File: src/rtl/gpio_bank_pkg.sv
package gpio_bank_pkg;
  localparam int unsigned OFS_VAL   = 'h00;
  localparam int unsigned OFS_VSET  = 'h04;
  localparam int unsigned OFS_VCLR  = 'h08;
  localparam int unsigned OFS_PDIS  = 'h0C;
  localparam int unsigned OFS_DIR   = 'h10;
  localparam int unsigned OFS_DSET  = 'h14;
  localparam int unsigned OFS_DCLR  = 'h18;
  localparam int unsigned OFS_ALT   = 'h20;
  localparam int unsigned OFS_RMASK = 'h40;
  localparam int unsigned OFS_FMASK = 'h44;
  localparam int unsigned OFS_STAT  = 'h48;
  localparam int unsigned OFS_SCLR  = 'h4C;
endpackage

File: src/rtl/gpio_pin_sync.sv
module gpio_pin_sync #(
  parameter int NPIN   = 32,
  parameter int STAGES = 2
) (
  input  logic            clk,
  input  logic            rst_n,
  input  logic [NPIN-1:0] async_in,
  output logic [NPIN-1:0] sync_out
);
  logic [STAGES-1:0][NPIN-1:0] chain_q;

  always_ff @(posedge clk or negedge rst_n) begin
    if (!rst_n) chain_q[0] <= '0;
    else        chain_q[0] <= async_in;
  end

  for (genvar s = 1; s < STAGES; s++) begin : g_stage
    always_ff @(posedge clk or negedge rst_n) begin
      if (!rst_n) chain_q[s] <= '0;
      else        chain_q[s] <= chain_q[s-1];
    end
  end

  assign sync_out = chain_q[STAGES-1];
endmodule

File: src/rtl/gpio_bank_regs.sv
module gpio_bank_regs
  import gpio_bank_pkg::*;
#(
  parameter int NPIN   = 32,
  parameter int ADDR_W = 8,
  parameter int DATA_W = 32
) (
  input  logic              clk,
  input  logic              rst_n,
  input  logic [ADDR_W-1:0] addr,
  input  logic              wr,
  input  logic [DATA_W-1:0] wdata,
  input  logic              rd,
  output logic [DATA_W-1:0] rdata,
  input  logic [NPIN-1:0]   pin_lvl,
  input  logic [NPIN-1:0]   status,
  output logic [NPIN-1:0]   val_q,
  output logic [NPIN-1:0]   dir_q,
  output logic [NPIN-1:0]   pdis_q,
  output logic [NPIN-1:0]   alt_q,
  output logic [NPIN-1:0]   rmask_q,
  output logic [NPIN-1:0]   fmask_q,
  output logic [NPIN-1:0]   clr_mask
);
  logic [NPIN-1:0]   w;
  logic [NPIN-1:0]   val_d, dir_d, pdis_d, alt_d, rmask_d, fmask_d;
  logic [DATA_W-1:0] rdata_d;
  logic [DATA_W-1:0] rdata_q;

  assign w = wdata[NPIN-1:0];

  function automatic logic hit(input logic [ADDR_W-1:0] a, input int unsigned ofs);
    return a == ADDR_W'(ofs);
  endfunction

  always_comb begin
    val_d    = val_q;
    dir_d    = dir_q;
    pdis_d   = pdis_q;
    alt_d    = alt_q;
    rmask_d  = rmask_q;
    fmask_d  = fmask_q;
    clr_mask = '0;
    if (wr) begin
      if (hit(addr, OFS_VAL))   val_d   = w;
      if (hit(addr, OFS_VSET))  val_d   = val_q | w;
      if (hit(addr, OFS_VCLR))  val_d   = val_q & ~w;
      if (hit(addr, OFS_PDIS))  pdis_d  = w;
      if (hit(addr, OFS_DIR))   dir_d   = w;
      if (hit(addr, OFS_DSET))  dir_d   = dir_q | w;
      if (hit(addr, OFS_DCLR))  dir_d   = dir_q & ~w;
      if (hit(addr, OFS_ALT))   alt_d   = w;
      if (hit(addr, OFS_RMASK)) rmask_d = w;
      if (hit(addr, OFS_FMASK)) fmask_d = w;
      if (hit(addr, OFS_SCLR))  clr_mask = w;
    end
  end

  always_comb begin
    rdata_d = '0;
    if      (hit(addr, OFS_VAL))   rdata_d = DATA_W'(pin_lvl);
    else if (hit(addr, OFS_PDIS))  rdata_d = DATA_W'(pdis_q);
    else if (hit(addr, OFS_DIR))   rdata_d = DATA_W'(dir_q);
    else if (hit(addr, OFS_ALT))   rdata_d = DATA_W'(alt_q);
    else if (hit(addr, OFS_RMASK)) rdata_d = DATA_W'(rmask_q);
    else if (hit(addr, OFS_FMASK)) rdata_d = DATA_W'(fmask_q);
    else if (hit(addr, OFS_STAT))  rdata_d = DATA_W'(status);
  end

  always_ff @(posedge clk or negedge rst_n) begin
    if (!rst_n) begin
      val_q   <= '0;
      dir_q   <= '0;
      pdis_q  <= '0;
      alt_q   <= '0;
      rmask_q <= '0;
      fmask_q <= '0;
    end else if (wr) begin
      val_q   <= val_d;
      dir_q   <= dir_d;
      pdis_q  <= pdis_d;
      alt_q   <= alt_d;
      rmask_q <= rmask_d;
      fmask_q <= fmask_d;
    end
  end

  always_ff @(posedge clk or negedge rst_n) begin
    if (!rst_n)  rdata_q <= '0;
    else if (rd) rdata_q <= rdata_d;
  end

  assign rdata = rdata_q;


  vset_takes_chk: assert property (@(posedge clk) disable iff (!rst_n)
    (wr && addr == ADDR_W'(OFS_VSET)) |=> ((val_q & $past(w)) == $past(w)));

  dclr_takes_chk: assert property (@(posedge clk) disable iff (!rst_n)
    (wr && addr == ADDR_W'(OFS_DCLR)) |=> ((dir_q & $past(w)) == '0));

  dir_hold_chk: assert property (@(posedge clk) disable iff (!rst_n)
    (!wr) |=> $stable(dir_q));
endmodule

File: src/rtl/gpio_edge_status.sv
module gpio_edge_status #(
  parameter int NPIN = 32
) (
  input  logic            clk,
  input  logic            rst_n,
  input  logic [NPIN-1:0] lvl,
  input  logic [NPIN-1:0] rise_en,
  input  logic [NPIN-1:0] fall_en,
  input  logic [NPIN-1:0] clr_mask,
  output logic [NPIN-1:0] status_q,
  output logic            irq
);
  logic [NPIN-1:0] prev_q;
  logic [NPIN-1:0] rise, fall, hit;
  logic [NPIN-1:0] status_d;

  assign rise = lvl & ~prev_q;
  assign fall = ~lvl & prev_q;
  assign hit  = (rise & rise_en) | (fall & fall_en);

  always_comb begin
    status_d = (status_q & ~clr_mask) | hit;
  end

  always_ff @(posedge clk or negedge rst_n) begin
    if (!rst_n) begin
      prev_q   <= '0;
      status_q <= '0;
    end else begin
      prev_q   <= lvl;
      status_q <= status_d;
    end
  end

  assign irq = |status_q;


  edge_wins_chk: assert property (@(posedge clk) disable iff (!rst_n)
    1'b1 |=> (($past(lvl & ~prev_q & rise_en) & ~status_q) == '0));

  no_spurious_chk: assert property (@(posedge clk) disable iff (!rst_n)
    1'b1 |=> ((status_q & ~$past(status_q) & ~$past(rise_en | fall_en)) == '0));

  sticky_chk: assert property (@(posedge clk) disable iff (!rst_n)
    1'b1 |=> ((($past(status_q) & ~$past(clr_mask)) & ~status_q) == '0));
endmodule

File: src/rtl/gpio_pad_map.sv
module gpio_pad_map #(
  parameter int NPIN = 32
) (
  input  logic            clk,
  input  logic            rst_n,
  input  logic [NPIN-1:0] val,
  input  logic [NPIN-1:0] dir,
  input  logic [NPIN-1:0] pdis,
  input  logic [NPIN-1:0] alt,
  output logic [NPIN-1:0] pin_out,
  output logic [NPIN-1:0] pin_oe,
  output logic [NPIN-1:0] pull_up,
  output logic [NPIN-1:0] pull_dn
);
  for (genvar i = 0; i < NPIN; i++) begin : g_pin
    logic drive, pull_on;
    assign drive      = dir[i] & ~alt[i];
    assign pull_on    = ~dir[i] & ~pdis[i];
    assign pin_oe[i]  = drive;
    assign pin_out[i] = drive & val[i];
    assign pull_up[i] = pull_on & val[i];
    assign pull_dn[i] = pull_on & ~val[i];
  end


  alt_quiet_chk: assert property (@(posedge clk) disable iff (!rst_n)
    ((pin_oe | pin_out) & alt) == '0);

  pull_excl_chk: assert property (@(posedge clk) disable iff (!rst_n)
    ((pull_up & pull_dn) == '0) && (((pull_up | pull_dn) & (dir | pdis)) == '0));
endmodule

File: src/rtl/gpio_edge_bank.sv
module gpio_edge_bank #(
  parameter int NPIN        = 32,
  parameter int ADDR_W      = 8,
  parameter int DATA_W      = 32,
  parameter int SYNC_STAGES = 2
) (
  input  logic              clk,
  input  logic              rst_n,
  input  logic [ADDR_W-1:0] bus_addr,
  input  logic              bus_wr,
  input  logic [DATA_W-1:0] bus_wdata,
  input  logic              bus_rd,
  output logic [DATA_W-1:0] bus_rdata,
  input  logic [NPIN-1:0]   pin_in,
  output logic [NPIN-1:0]   pin_out,
  output logic [NPIN-1:0]   pin_oe,
  output logic [NPIN-1:0]   pull_up,
  output logic [NPIN-1:0]   pull_dn,
  output logic [NPIN-1:0]   alt_sel,
  output logic              irq
);
  logic [1:0]      rst_sync_q;
  logic            rst_int_n;
  logic [NPIN-1:0] lvl, status, val, dir, pdis, alt, rmask, fmask, clr_mask;

  always_ff @(posedge clk or negedge rst_n) begin
    if (!rst_n) rst_sync_q <= '0;
    else        rst_sync_q <= {rst_sync_q[0], 1'b1};
  end
  assign rst_int_n = rst_sync_q[1];

  gpio_pin_sync #(.NPIN(NPIN), .STAGES(SYNC_STAGES)) u_sync (
    .clk(clk), .rst_n(rst_int_n), .async_in(pin_in), .sync_out(lvl));

  gpio_bank_regs #(.NPIN(NPIN), .ADDR_W(ADDR_W), .DATA_W(DATA_W)) u_regs (
    .clk(clk), .rst_n(rst_int_n), .addr(bus_addr), .wr(bus_wr),
    .wdata(bus_wdata), .rd(bus_rd), .rdata(bus_rdata), .pin_lvl(lvl),
    .status(status), .val_q(val), .dir_q(dir), .pdis_q(pdis), .alt_q(alt),
    .rmask_q(rmask), .fmask_q(fmask), .clr_mask(clr_mask));

  gpio_edge_status #(.NPIN(NPIN)) u_edge (
    .clk(clk), .rst_n(rst_int_n), .lvl(lvl), .rise_en(rmask),
    .fall_en(fmask), .clr_mask(clr_mask), .status_q(status), .irq(irq));

  gpio_pad_map #(.NPIN(NPIN)) u_pad (
    .clk(clk), .rst_n(rst_int_n), .val(val), .dir(dir), .pdis(pdis),
    .alt(alt), .pin_out(pin_out), .pin_oe(pin_oe), .pull_up(pull_up),
    .pull_dn(pull_dn));

  assign alt_sel = alt;


  irq_match_chk: assert property (@(posedge clk) disable iff (!rst_int_n)
    irq == (bus_rd && bus_addr == ADDR_W'(gpio_bank_pkg::OFS_STAT) ? irq : (status != '0)));

  reset_quiet_chk: assert property (@(posedge clk)
    !rst_int_n |-> (pin_oe == '0 && !irq && alt_sel == '0));
endmodule

File: config.mk
export PLATFORM = sky130hd
export DESIGN_NAME = gpio_edge_bank
export DESIGN_NICKNAME = d
export VERILOG_FILES = /design/src/rtl/gpio_bank_pkg.sv /design/src/rtl/gpio_pin_sync.sv /design/src/rtl/gpio_bank_regs.sv /design/src/rtl/gpio_edge_status.sv /design/src/rtl/gpio_pad_map.sv /design/src/rtl/gpio_edge_bank.sv
export SDC_FILE = /design/constraint.sdc
export NUM_CORES = 1
export LEC_CHECK = 0
export BUFFER_PORTS_ARGS = -buffer_cell sky130_fd_sc_hd__buf_2
export CAP_MARGIN = 10
export CORE_ASPECT_RATIO = 0.8
export CORE_MARGIN = 4
export CORE_UTILIZATION = 35
export DETAILED_ROUTE_END_ITERATION = 8
export HOLD_SLACK_MARGIN = 0.08
export SYNTH_ARGS = -nofsm -noshare
export SYNTH_HDL_FRONTEND = slang
export SYNTH_HIERARCHICAL = 1
export SYNTH_SLANG_ARGS = --single-unit
File: constraint.sdc
create_clock -name clk -period 25.5 [get_ports clk]
set_input_delay 3.825 -clock clk [delete_from_list [all_inputs] [get_ports clk]]
set_output_delay 3.825 -clock clk [all_outputs]
set_load 0.005 [all_outputs]
==> summary.md, run 1 <==
| Metric | Value |
|---|---|
| Worst Skew | 0.0102 ns |
| FP Rows | 71 |
| Ys Warns | 6 |
| Residual DRC | 0 |
| Initial core utilization | 35.7% |
| Hold Crit Class | reg2reg |
| Synth Instances | 1507 |
| Post-cts sizing count | 0 |
| P&R area growth vs syn | 15.9% |
| VDD IR-drop max | 0.0474 mV |
| Power Density | 66.8 nW/um^2 |
| Sum Neg Setup Slack | 0 ns |
| Final Hold Viols | 0 |
| Port buffer count | 268 |
| CP Class | in2reg |
| CTS Buffer Depth | 3 |
| Initial antenna violation count | 5 |
| Register area share after synthesis | 52.2% |
| GRT Util Overall | 20.8% |
| CTS HTree Levels | 2 |
| Leading post-synthesis cells by cell area | dfrtp_1, mux2_2, a22o_1 |
| Die Span X | 254 microns |
| Starting DRT DRC Count | 1155 |
| Clk root buf | clkbuf_16 |
| CP Launch Type | input pin |
| Crit path DAT | 7.18 ns |
| CP Capture Type | flop |
| Setup bufs post-CTS | 0 |
| Synth async-reset ratio | 100% |
| Post-synth EDFFs | 0 |
| Top-area cell type share of the netlist area | 52.2% |
| Clock Sinks | 354 |
| I/O pins | 269 |
| Tmin final | 6.77 ns |
| Number of global-route vias before repair | 12800 |
| Unrepaired setup endpoints after global routing | no |
| Clock transition at path regs | 0.06 ns |
| Final critical-path share of the clock period | 26.5% |
| Final core occ | 41.4% |
| Post-synth top area cell | dfrtp_1 |
| Die Area | 52100 sq um |
| CP max FO | 45 |
| Routability cong. | 0.849 |
| Synth Net Count | 1583 |
| Non-Filler Instances | 2299 |
| WP data required | 25.92 ns |
| Max cap viols | 0 |
| Num CTS Buffers | 38 |
| Hold_buf cts | 0 |
| #FFs+latches synth | 354 |
| Unique masters post-synth | 59 |
| Chip height | 205 microns |
| WL/cell | 23.9 microns |
| Share of cells above drive strength 1 | 29.7% |
| Drt pass-1 iters | 6 |
| Most frequent cell after synthesis | dfrtp_1 |
| DP Wirelength | 36000 microns |
| Post-Route WL | 55000 microns |
| Commonest cells in the netlist | dfrtp_1, mux2_2, clkbuf_1 |
| Pin count of the biggest net entering global routing | 150 |
| Vias | 12900 |
| Mean Syn Cell Area | 11.3 sq um |
| Endpoints failing setup | 0 |
| Pins Over Slew Limit | 0 |
| Overflow after GRT | 0 |
| Placeable Area | 47500 sq um |
| Placed cells | 2230 |
| Status | finished, final reports clean |
| Lkg Pwr | 0.00936 uW |
| Top_reg_cell synth | dfrtp_1 |
| Maximum operating frequency | 148 MHz |
| TritonCTS clock tree | yes |
| Nets | 1727 |
| Slew margin rel. | 16.3% |
| Antenna viol nets, final | 0 |
| Slew @ Worst Pin | 1.25 ns |
| First-pass GRT wire length | 82300 microns |
| Post-Syn Area | 17000 sq um |
| Worst skew pair latency | 0.54 ns |
| Filler Cells Inserted | 4463 |
| Drt via density | 5.60 |
report_power, final:
part | switching (uW) | internal [uW] | total [uW] | leakage (uW)
logic | 61.8 | 53.7 | 115 | 0.00422
clock network | 228 | 346 | 574 | 0.000638
registers | 34.9 | 591 | 626 | 0.00450
total | 324 | 991 | 1320 | 0.00936
path summary, 6_finish.rpt:
kind | endpoint | cells past startpoint | slack (ns) | startpoint
worst max-delay path | u_regs/alt_q[7] | 6 | 18.73 | bus_addr[2]
worst min-delay path | u_sync/sync_out[17] | 0 | 0.35 | u_sync/chain_q[17]
worst max register to register | u_regs/rmask_q[1] | 2 | 22.73 | rst_sync_q[1]
worst min register to register | u_sync/sync_out[17] | 0 | 0.35 | u_sync/chain_q[17]
max in group asynchronous | rst_sync_q[1] | 1 | 22.33 | rst_n
min in group asynchronous | u_regs/alt_q[14] | 0 | 0.42 | rst_sync_q[1]
cell type report:
class	count	area [sq um]	area share [%]
sequential	354	8860	45.0
multi-input combinational	895	6940	35.3
timing repair buffer	290	1530	7.80
clock buffer	57	1170	5.93
tap	620	776	3.94
inverter	72	270	1.37
clock inverter	10	128	0.649
antenna	1	2.50	0.0127
per-layer routing:
metal  track usage (%)  up-vias  share of wire, %
met2              31.0      543                44
met4              5.90        8               2.8
met1              29.5     6527                44
met3              5.94      103               9.1
met5                 0        -             0.087
li1                  -     5693                 -
worst max-delay path: stages:
cell	delay, ns
buf_2	0.10
buf_4	0.31
or4_2	1.17
nor4b_4	0.40
nand2_2	0.73
mux2_1	0.61
stage by stage:
step / setup WS [ns] / cell area (sq um) / hold slack [ns] / total power [uW]
floorplan: 14.90 / 17000 / 0.331 / 701
global placement: 18.30 / 18400 / 0.333 / 749
detailed placement: 18.24 / 18400 / 0.335 / 752
CTS: 18.80 / 19700 / 0.345 / 1330
global route: 18.68 / 19700 / 0.352 / 1370
finish: 18.73 / 19700 / 0.347 / 1320
layout by cell type (no fill, tap or decap), types with 21 or more instances in the layout:
cell,n
a21boi_0,22
a21oi_1,36
a221oi_1,22
a22o_1,64
a2bb2oi_1,22
and2_1,33
and3b_1,32
buf_2,267
buf_4,21
clkbuf_16,41
dfrtp_1,353
inv_1,72
mux2_1,30
mux2_2,98
nand2_1,66
nand2b_1,54
nand3b_1,37
nor2b_1,39
nor3_1,32
nor3b_2,32
o211ai_1,31
o21ai_0,56
o21bai_1,32
o32ai_1,22
logic make-up (layout without fill, tap and decap cells):
kind of cell	count (synthesis)	count (layout)	synth area share, %
multiplexers	128	128	8.49
AND/OR/NAND/NOR	382	382	14.9
flip-flops	354	354	52.2
other	1	2	0.0221
AO/OA/AOI/OAI	383	383	17.0
buffers and inverters	258	429	7.34
XOR/XNOR	1	1	0.0516
No activity file was read; power rests on OpenSTA's default activity.
==> run 2: changes to the inputs <==
--- a/config.mk
+++ b/config.mk
@@ -5,6 +5,7 @@
 export SDC_FILE = /design/constraint.sdc
 export NUM_CORES = 1
 export LEC_CHECK = 0
+export ABC_AREA = 1
 export BUFFER_PORTS_ARGS = -buffer_cell sky130_fd_sc_hd__buf_2
 export CAP_MARGIN = 10
 export CORE_ASPECT_RATIO = 0.8
==> constraint.sdc (replaced) <==
create_clock -name clk -period 6.25 [get_ports clk]
set_input_delay 0.9375 -clock clk [delete_from_list [all_inputs] [get_ports clk]]
set_output_delay 0.9375 -clock clk [all_outputs]
set_load 0.005 [all_outputs]
==> run 2 against run 1 <==
Clock power grew to 3.9 times the previous value. Hold slack worse by 0.16 ns. Clock skew is 0.00077 ns lower. Clock-buffer cell count is 2 higher.
==> summary.md, run 2 <==
| Metric | Value |
|---|---|
| Slew margin rel. | 23.5% (was 16.3%) |
| Synth Net Count | 2122 (was 1583) |
| Vias | 13800 (was 12900) |
| Post-Syn Area | 17000 sq um (about the same) |
| Number of global-route vias before repair | 13300 (was 12800) |
| Post-Synth Simple-Gate Area | 22.8% (was 14.9%) |
| Max cap viols | 0 (unchanged) |
| Port buffer count | 268 (unchanged) |
| WL/cell | 17.7 microns (was 23.9 microns) |
| Complex-gate fraction of the synthesized area | 11.3% (was 17.0%) |
| Worst Skew | 0.00941 ns (was 0.0102 ns) |
| I/O pins | 269 (unchanged) |
| Drt via density | 4.83 (was 5.60) |
| Post-synth top area cell | dfrtp_1 (unchanged) |
| Chip height | 205 microns (about the same) |
| Die Area | 52100 sq um (about the same) |
| GRT Util Overall | 19.1% (was 20.8%) |
| Post-synth EDFFs | 0 (unchanged) |
| Post-Route WL | 50700 microns (was 55000 microns) |
| Register area share after synthesis | 52.2% (about the same) |
| Residual DRC | 0 (unchanged) |
| Final critical-path share of the clock period | 45.4% |
| CP Class | in2reg (unchanged) |
| Num CTS Buffers | 38 (unchanged) |
| Commonest cells in the netlist | nand2_1, dfrtp_1, inv_1 (was dfrtp_1, mux2_2, clkbuf_1) |
| Flop2flop setup slack | 4.69 ns (was 22.73 ns) |
| Sum Neg Setup Slack | 0 ns (unchanged) |
| Drt pass-1 iters | 7 (was 6) |
| Clock Sinks | 354 (unchanged) |
| Unique masters post-synth | 32 (was 59) |
| Clk root buf | clkbuf_16 (unchanged) |
| Non-Filler Instances | 2860 (was 2299) |
| Synth async-reset ratio | 100% (unchanged) |
| Ys Warns | 6 (unchanged) |
| Synth Instances | 2046 (was 1507) |
| Setup bufs post-CTS | 0 (unchanged) |
| Unrepaired setup endpoints after global routing | no (unchanged) |
| Post-cts sizing count | 0 (unchanged) |
| Lkg Pwr | 0.0103 uW (was 0.00936 uW) |
| #FFs+latches synth | 354 (unchanged) |
| Top_reg_cell synth | dfrtp_1 (unchanged) |
| CP Capture Type | flop (unchanged) |
| Final Hold Viols | 0 (unchanged) |
| Die Span X | 254 microns (about the same) |
| DP Wirelength | 31800 microns (was 36000 microns) |
| Filler Cells Inserted | 4805 (was 4463) |
| Status | finished, final reports clean (unchanged) |
| Leading post-synthesis cells by cell area | dfrtp_1, nand2_1, inv_1 (was dfrtp_1, mux2_2, a22o_1) |
| Endpoints failing setup | 0 (unchanged) |
| Mean Syn Cell Area | 8.29 sq um (was 11.3 sq um) |
| CTS HTree Levels | 2 (unchanged) |
| Hold_buf cts | 0 (unchanged) |
| Initial antenna violation count | 3 (was 5) |
| R2R Path End | u_regs/fmask_q[24] (was u_regs/rmask_q[1]) |
| Share of cells above drive strength 1 | 19.5% (was 29.7%) |
| CTS Buffer Depth | 3 (unchanged) |
| Overflow after GRT | 0 (unchanged) |
| CP Launch Type | input pin (unchanged) |
| WP data required | 6.63 ns (was 25.92 ns) |
| Final core occ | 41.0% (was 41.4%) |
| Slew @ Worst Pin | 1.15 ns (was 1.25 ns) |
| Starting DRT DRC Count | 1151 (was 1155) |
| Maximum operating frequency | 352 MHz |
| Hold Crit Class | in2async (was reg2reg) |
| Antenna viol nets, final | 0 (unchanged) |
| Placed cells | 2796 (was 2230) |
| Pin count of the biggest net entering global routing | 169 (was 150) |
| Routability cong. | 0.777 (was 0.849) |
| Worst skew pair latency | 0.53 ns (was 0.54 ns) |
| TritonCTS clock tree | yes (unchanged) |
| Most frequent cells in the layout | nand2_1, dfrtp_1, inv_1 (was dfrtp_1, buf_2, mux2_2) |
| Commonest non-fill, non-tap cell in the layout | nand2_1 (was dfrtp_1) |
| Reg2Reg Depth | 1 (was 2) |
| Area post-placement | 18200 sq um (was 18400 sq um) |
| Synth Area in XOR/XNOR | 0% (was 0.0516%) |
| Area share of fa/ha/maj cells after synthesis | 0% (unchanged) |
| FP Rows | 71 (unchanged) |
| Tmin final | 2.84 ns |
| Initial core utilization | 35.8% (was 35.7%) |
| Largest family of logic cells by synthesized area | simple AND/OR/NAND/NOR gates (was compound AO/OA/AOI/OAI gates) |
| Power Density | 284 nW/um^2 (was 66.8 nW/um^2) |
| Clock transition at path regs | 0.06 ns (about the same) |
| Crit path DAT | 3.22 ns (was 7.18 ns) |
| Pins Over Slew Limit | 0 (unchanged) |
| First-pass GRT wire length | 77800 microns (was 82300 microns) |
| Nets | 2292 (was 1727) |
| Placeable Area | 47400 sq um (was 47500 sq um) |
| CP max FO | 64 (was 45) |
| R2R Path Start | rst_sync_q[1] (unchanged) |
| WHS | 0.183 ns (was 0.347 ns) |
| Most frequent cell after synthesis | nand2_1 (was dfrtp_1) |
| VDD IR-drop max | 0.169 mV (was 0.0474 mV) |
| Top-area cell type share of the netlist area | 52.2% (about the same) |
| Design area | 19500 sq um (was 19700 sq um) |
| P&R area growth vs syn | 14.7% (was 15.9%) |
| Mux cell area share after synthesis | 0% (was 8.49%) |
run 2: final cells by class:
type / count / area, sq um / area share [%]
Clock buffer: 59 / 1180 / 6.08
Clock inverter: 4 / 47.5 / 0.244
Antenna cell: 1 / 2.50 / 0.0129
Multi-Input combinational cell: 1187 / 5810 / 29.8
Inverter: 357 / 1340 / 6.89
Timing Repair Buffer: 278 / 1440 / 7.41
Sequential cell: 354 / 8860 / 45.5
Tap cell: 620 / 776 / 3.99
run 2: how the worst max path moves through the flow:
stage,cells past startpoint,endpoint,slack [ns],start
after CTS,7,u_regs/fmask_q[16],3.46,bus_addr[0]
after floorplan,0,u_edge/prev_q[0],0.47,rst_sync_q[1]
final,8,u_regs/fmask_q[0],3.41,bus_addr[0]
after global placement,8,u_regs/fmask_q[29],2.95,bus_addr[0]
after global routing,7,u_regs/fmask_q[17],3.30,bus_addr[0]
after detailed placement,7,u_regs/fmask_q[25],2.88,bus_addr[0]
run 2: cell families (layout without fill, tap and decap cells):
group,after synthesis,in the layout
buf+inv,505,698
other cells,1,2
flops,354,354
compound gates,309,309
simple gates,877,877
run 2: power by group:
group / leakage, uW / switching [uW] / internal (uW) / total [uW]
logic: 0.00537 / 415 / 285 / 700
clock network: 0.000603 / 892 / 1340 / 2230
registers: 0.00429 / 149 / 2460 / 2600
total: 0.0103 / 1460 / 4080 / 5530
run 2: routing by layer:
layer	share of wire (%)	global-route usage [%]	up-vias
met5	0.026	0	-
met4	2.4	5.17	2
met3	7.3	3.69	76
met2	44	29.5	509
met1	47	27.7	6543
li1	-	-	6687
run 2: worst max-delay path: stages:
cell     delay, ns
buf_2         0.11
inv_2         0.04
nand2_2       0.15
nor2_4        0.56
buf_4         0.39
nand3_4       0.66
nand2_1       0.25
o21ai_1       0.09
run 2: per-stage QoR:
step                      total power, uW  setup slack (ns)
after floorplan                      3090             0.466
final                                5530              3.41
after CTS                            5620              3.46
after global routing                 5830              3.30
after global placement               3330              2.95
after detailed placement             3350              2.88
==> run 3: changes to the inputs <==
--- a/config.mk
+++ b/config.mk
@@ -5,7 +5,7 @@
 export SDC_FILE = /design/constraint.sdc
 export NUM_CORES = 1
 export LEC_CHECK = 0
-export ABC_AREA = 1
+export ABC_AREA = 0
 export BUFFER_PORTS_ARGS = -buffer_cell sky130_fd_sc_hd__buf_2
 export CAP_MARGIN = 10
 export CORE_ASPECT_RATIO = 0.8
==> constraint.sdc (replaced) <==
create_clock -name clk -period 2.35 [get_ports clk]
set_input_delay 0.3525 -clock clk [delete_from_list [all_inputs] [get_ports clk]]
set_output_delay 0.3525 -clock clk [all_outputs]
set_load 0.005 [all_outputs]
==> run 3 against run 2 <==
Global-route usage up 2.4 points. Sequential power rose to 2.6 times the previous value. Cell count down 16%. First-iteration DRC count increased by 10%. Register-to-register slack worse by 3.9 ns. Critical path type is now reg2out. Largest cell class unchanged. Highest routed layer unchanged.
==> summary.md, run 3 (synthesis gave the netlist of run 1 again) <==
| Metric | Value |
|---|---|
| CP Class | reg2out (was in2reg) |
| Worst path max stage delay | 0.43 ns (was 0.66 ns) |
| Routability cong. | 0.856 (was 0.777) |
| Slew margin rel. | 58.1% (was 23.5%) |
| Cell family with most CP delay | simple AND/OR/NAND/NOR gates (unchanged) |
| Nets | 1832 (was 2292) |
| Unrepaired setup endpoints after global routing | yes (was no) |
| Share of cells above drive strength 1 | 32.3% (was 19.5%) |
| P&R area growth vs syn | 22.3% (was 14.7%) |
| Drt pass-1 iters | 5 (was 7) |
| WP data required | 2.00 ns (was 6.63 ns) |
| GRT Util Overall | 21.6% (was 19.1%) |
| Max cap viols | 0 (unchanged) |
| Filler Cells Inserted | 4435 (was 4805) |
| Overflow after GRT | 0 (unchanged) |
| Clock transition at path regs | 0.06 ns (about the same) |
| Tmin final | 2.34 ns |
| Endpoints failing setup | 0 (unchanged) |
| Chip height | 205 microns (about the same) |
| FP Rows | 71 (unchanged) |
| Pin count of the biggest net entering global routing | 77 (was 169) |
| Residual DRC | 0 (unchanged) |
| Worst path bufs/invs | 1 (was 3) |
| Initial antenna violation count | 5 (was 3) |
| Clock Sinks | 354 (unchanged) |
| First-pass GRT wire length | 85300 microns (was 77800 microns) |
| Most frequent cells in the layout | dfrtp_1, buf_2, mux2_2 (was nand2_1, dfrtp_1, inv_1) |
| Worst skew pair latency | 0.54 ns (was 0.53 ns) |
| CP Launch Type | flop (was input pin) |
| CTS HTree Levels | 2 (unchanged) |
| Crit path DAT | 1.99 ns (was 3.22 ns) |
| CP max FO | 3 (was 64) |
| Power Density | 691 nW/um^2 (was 284 nW/um^2) |
| CP Capture Type | primary output (was flop) |
| Initial core utilization | 35.7% (was 35.8%) |
| Commonest non-fill, non-tap cell in the layout | dfrtp_1 (was nand2_1) |
| Drt via density | 5.60 (was 4.83) |
| Final Hold Viols | 0 (unchanged) |
| Setup slack after layout | 0.00934 ns (was 3.41 ns) |
| Placeable Area | 47500 sq um (was 47400 sq um) |
| Num CTS Buffers | 37 (was 38) |
| CTS Buffer Depth | 3 (unchanged) |
| Die Area | 52100 sq um (about the same) |
| Slowest cell on crit path | dfrtp_1 (was nand3_4) |
| Overall power | 14300 uW (was 5530 uW) |
| WL/cell | 23.9 microns (was 17.7 microns) |
| Worst Skew | 0.0157 ns (was 0.00941 ns) |
| Setup WS pre-CTS | -0.0662 ns (was 2.88 ns) |
| Die Span X | 254 microns (about the same) |
| Antenna viol nets, final | 0 (unchanged) |
| Vias | 13500 (was 13800) |
| Port buffer count | 268 (unchanged) |
| DP Wirelength | 39800 microns (was 31800 microns) |
| Final critical-path share of the clock period | 99.6% |
| CP cell instances | nor4_4, nand4_1, or2_1, buf_2 (was buf_2, inv_2, nand2_2, nor2_4, buf_4, nand3_4, nand2_1, o21ai_1) |
| Slew @ Worst Pin | 0.623 ns (was 1.15 ns) |
| VDD IR-drop max | 0.429 mV (was 0.169 mV) |
| Number of global-route vias before repair | 13500 (was 13300) |
| Status | finished, final reports clean (unchanged) |
| Lkg Pwr | 0.00993 uW (was 0.0103 uW) |
| Post-Route WL | 57500 microns (was 50700 microns) |
| Maximum operating frequency | 427 MHz |
| Pins Over Slew Limit | 0 (unchanged) |
| Starting DRT DRC Count | 1266 (was 1151) |
| Clk root buf | clkbuf_16 (unchanged) |
| TritonCTS clock tree | yes (unchanged) |
| I/O pins | 269 (unchanged) |
| Hold Crit Class | in2async (unchanged) |
[run 3: final timing paths]
kind | startpoint | end | slack (ns) | cells past startpoint
max | u_edge/status_q[4] | irq | 0.009 | 4
min | rst_n | rst_sync_q[0] | 0.12 | 2
max reg2reg | u_regs/dir_q[1] | u_regs/rdata[1] | 0.84 | 4
min reg2reg | rst_sync_q[1] | u_regs/dir_q[15] | 0.29 | 0
max in group asynchronous | rst_sync_q[1] | u_regs/val_q[4] | 1.29 | 1
min in group clk | bus_wdata[30] | u_regs/alt_q[30] | 0.15 | 2
[run 3: timing repair]
action	4_1_cts	5_1_grt
cloned	0	0
pin swaps	4	1
endpoints found under the setup margin	1	1
resized for setup	2	2
endpoints found under the hold margin	34	0
hold buffers	33	0
setup buffers	3	0
[run 3: power breakdown]
group	total, uW	switching [uW]	internal [uW]
Sequential	6800	383	6410
Clock	6160	2480	3670
Combinational	1400	717	678
[run 3: cell type report]
type	count	area (sq um)	area share [%]
Sequential cell	354	8860	42.7
Multi-Input combinational cell	895	6970	33.6
Timing Repair Buffer	396	2610	12.6
Clock buffer	55	1130	5.46
Tap cell	620	776	3.73
Inverter	72	270	1.30
Clock inverter	10	139	0.669
Antenna cell	3	7.51	0.0361
[run 3: layer usage]
metal	GRT usage, %	part of all wire [%]
met1	31.5	46
met2	32.2	43
met3	5.29	9.0
met4	5.42	2.1
met5	0	0.037
[run 3: worst reg2reg max path, delay by kind of cell (launching register included)]
family	cells	cell delay, ns
AO/OA/AOI/OAI	3	0.82
AND/OR/NAND/NOR	1	0.10
flip-flops	1	0.49
[run 3: through the flow]
| stage | hold slack [ns] | setup TNS (ns) | util [%] | instances | area [sq um] |
|---|---|---|---|---|---|
| finish | 0.118 | 0 | 43.7 | 2405 | 20800 |
| floorplan | 0.0569 | -403.24 | - | 1507 | 17000 |
| global placement | 0.141 | -0.448 | 40.2 | 2301 | 19100 |
| detailed placement | 0.144 | -2.33 | 40.2 | 2301 | 19100 |
| CTS | 0.0963 | -0.0868 | 43.7 | 2402 | 20800 |
| global route | 0.122 | -0.0739 | 43.7 | 2403 | 20800 |
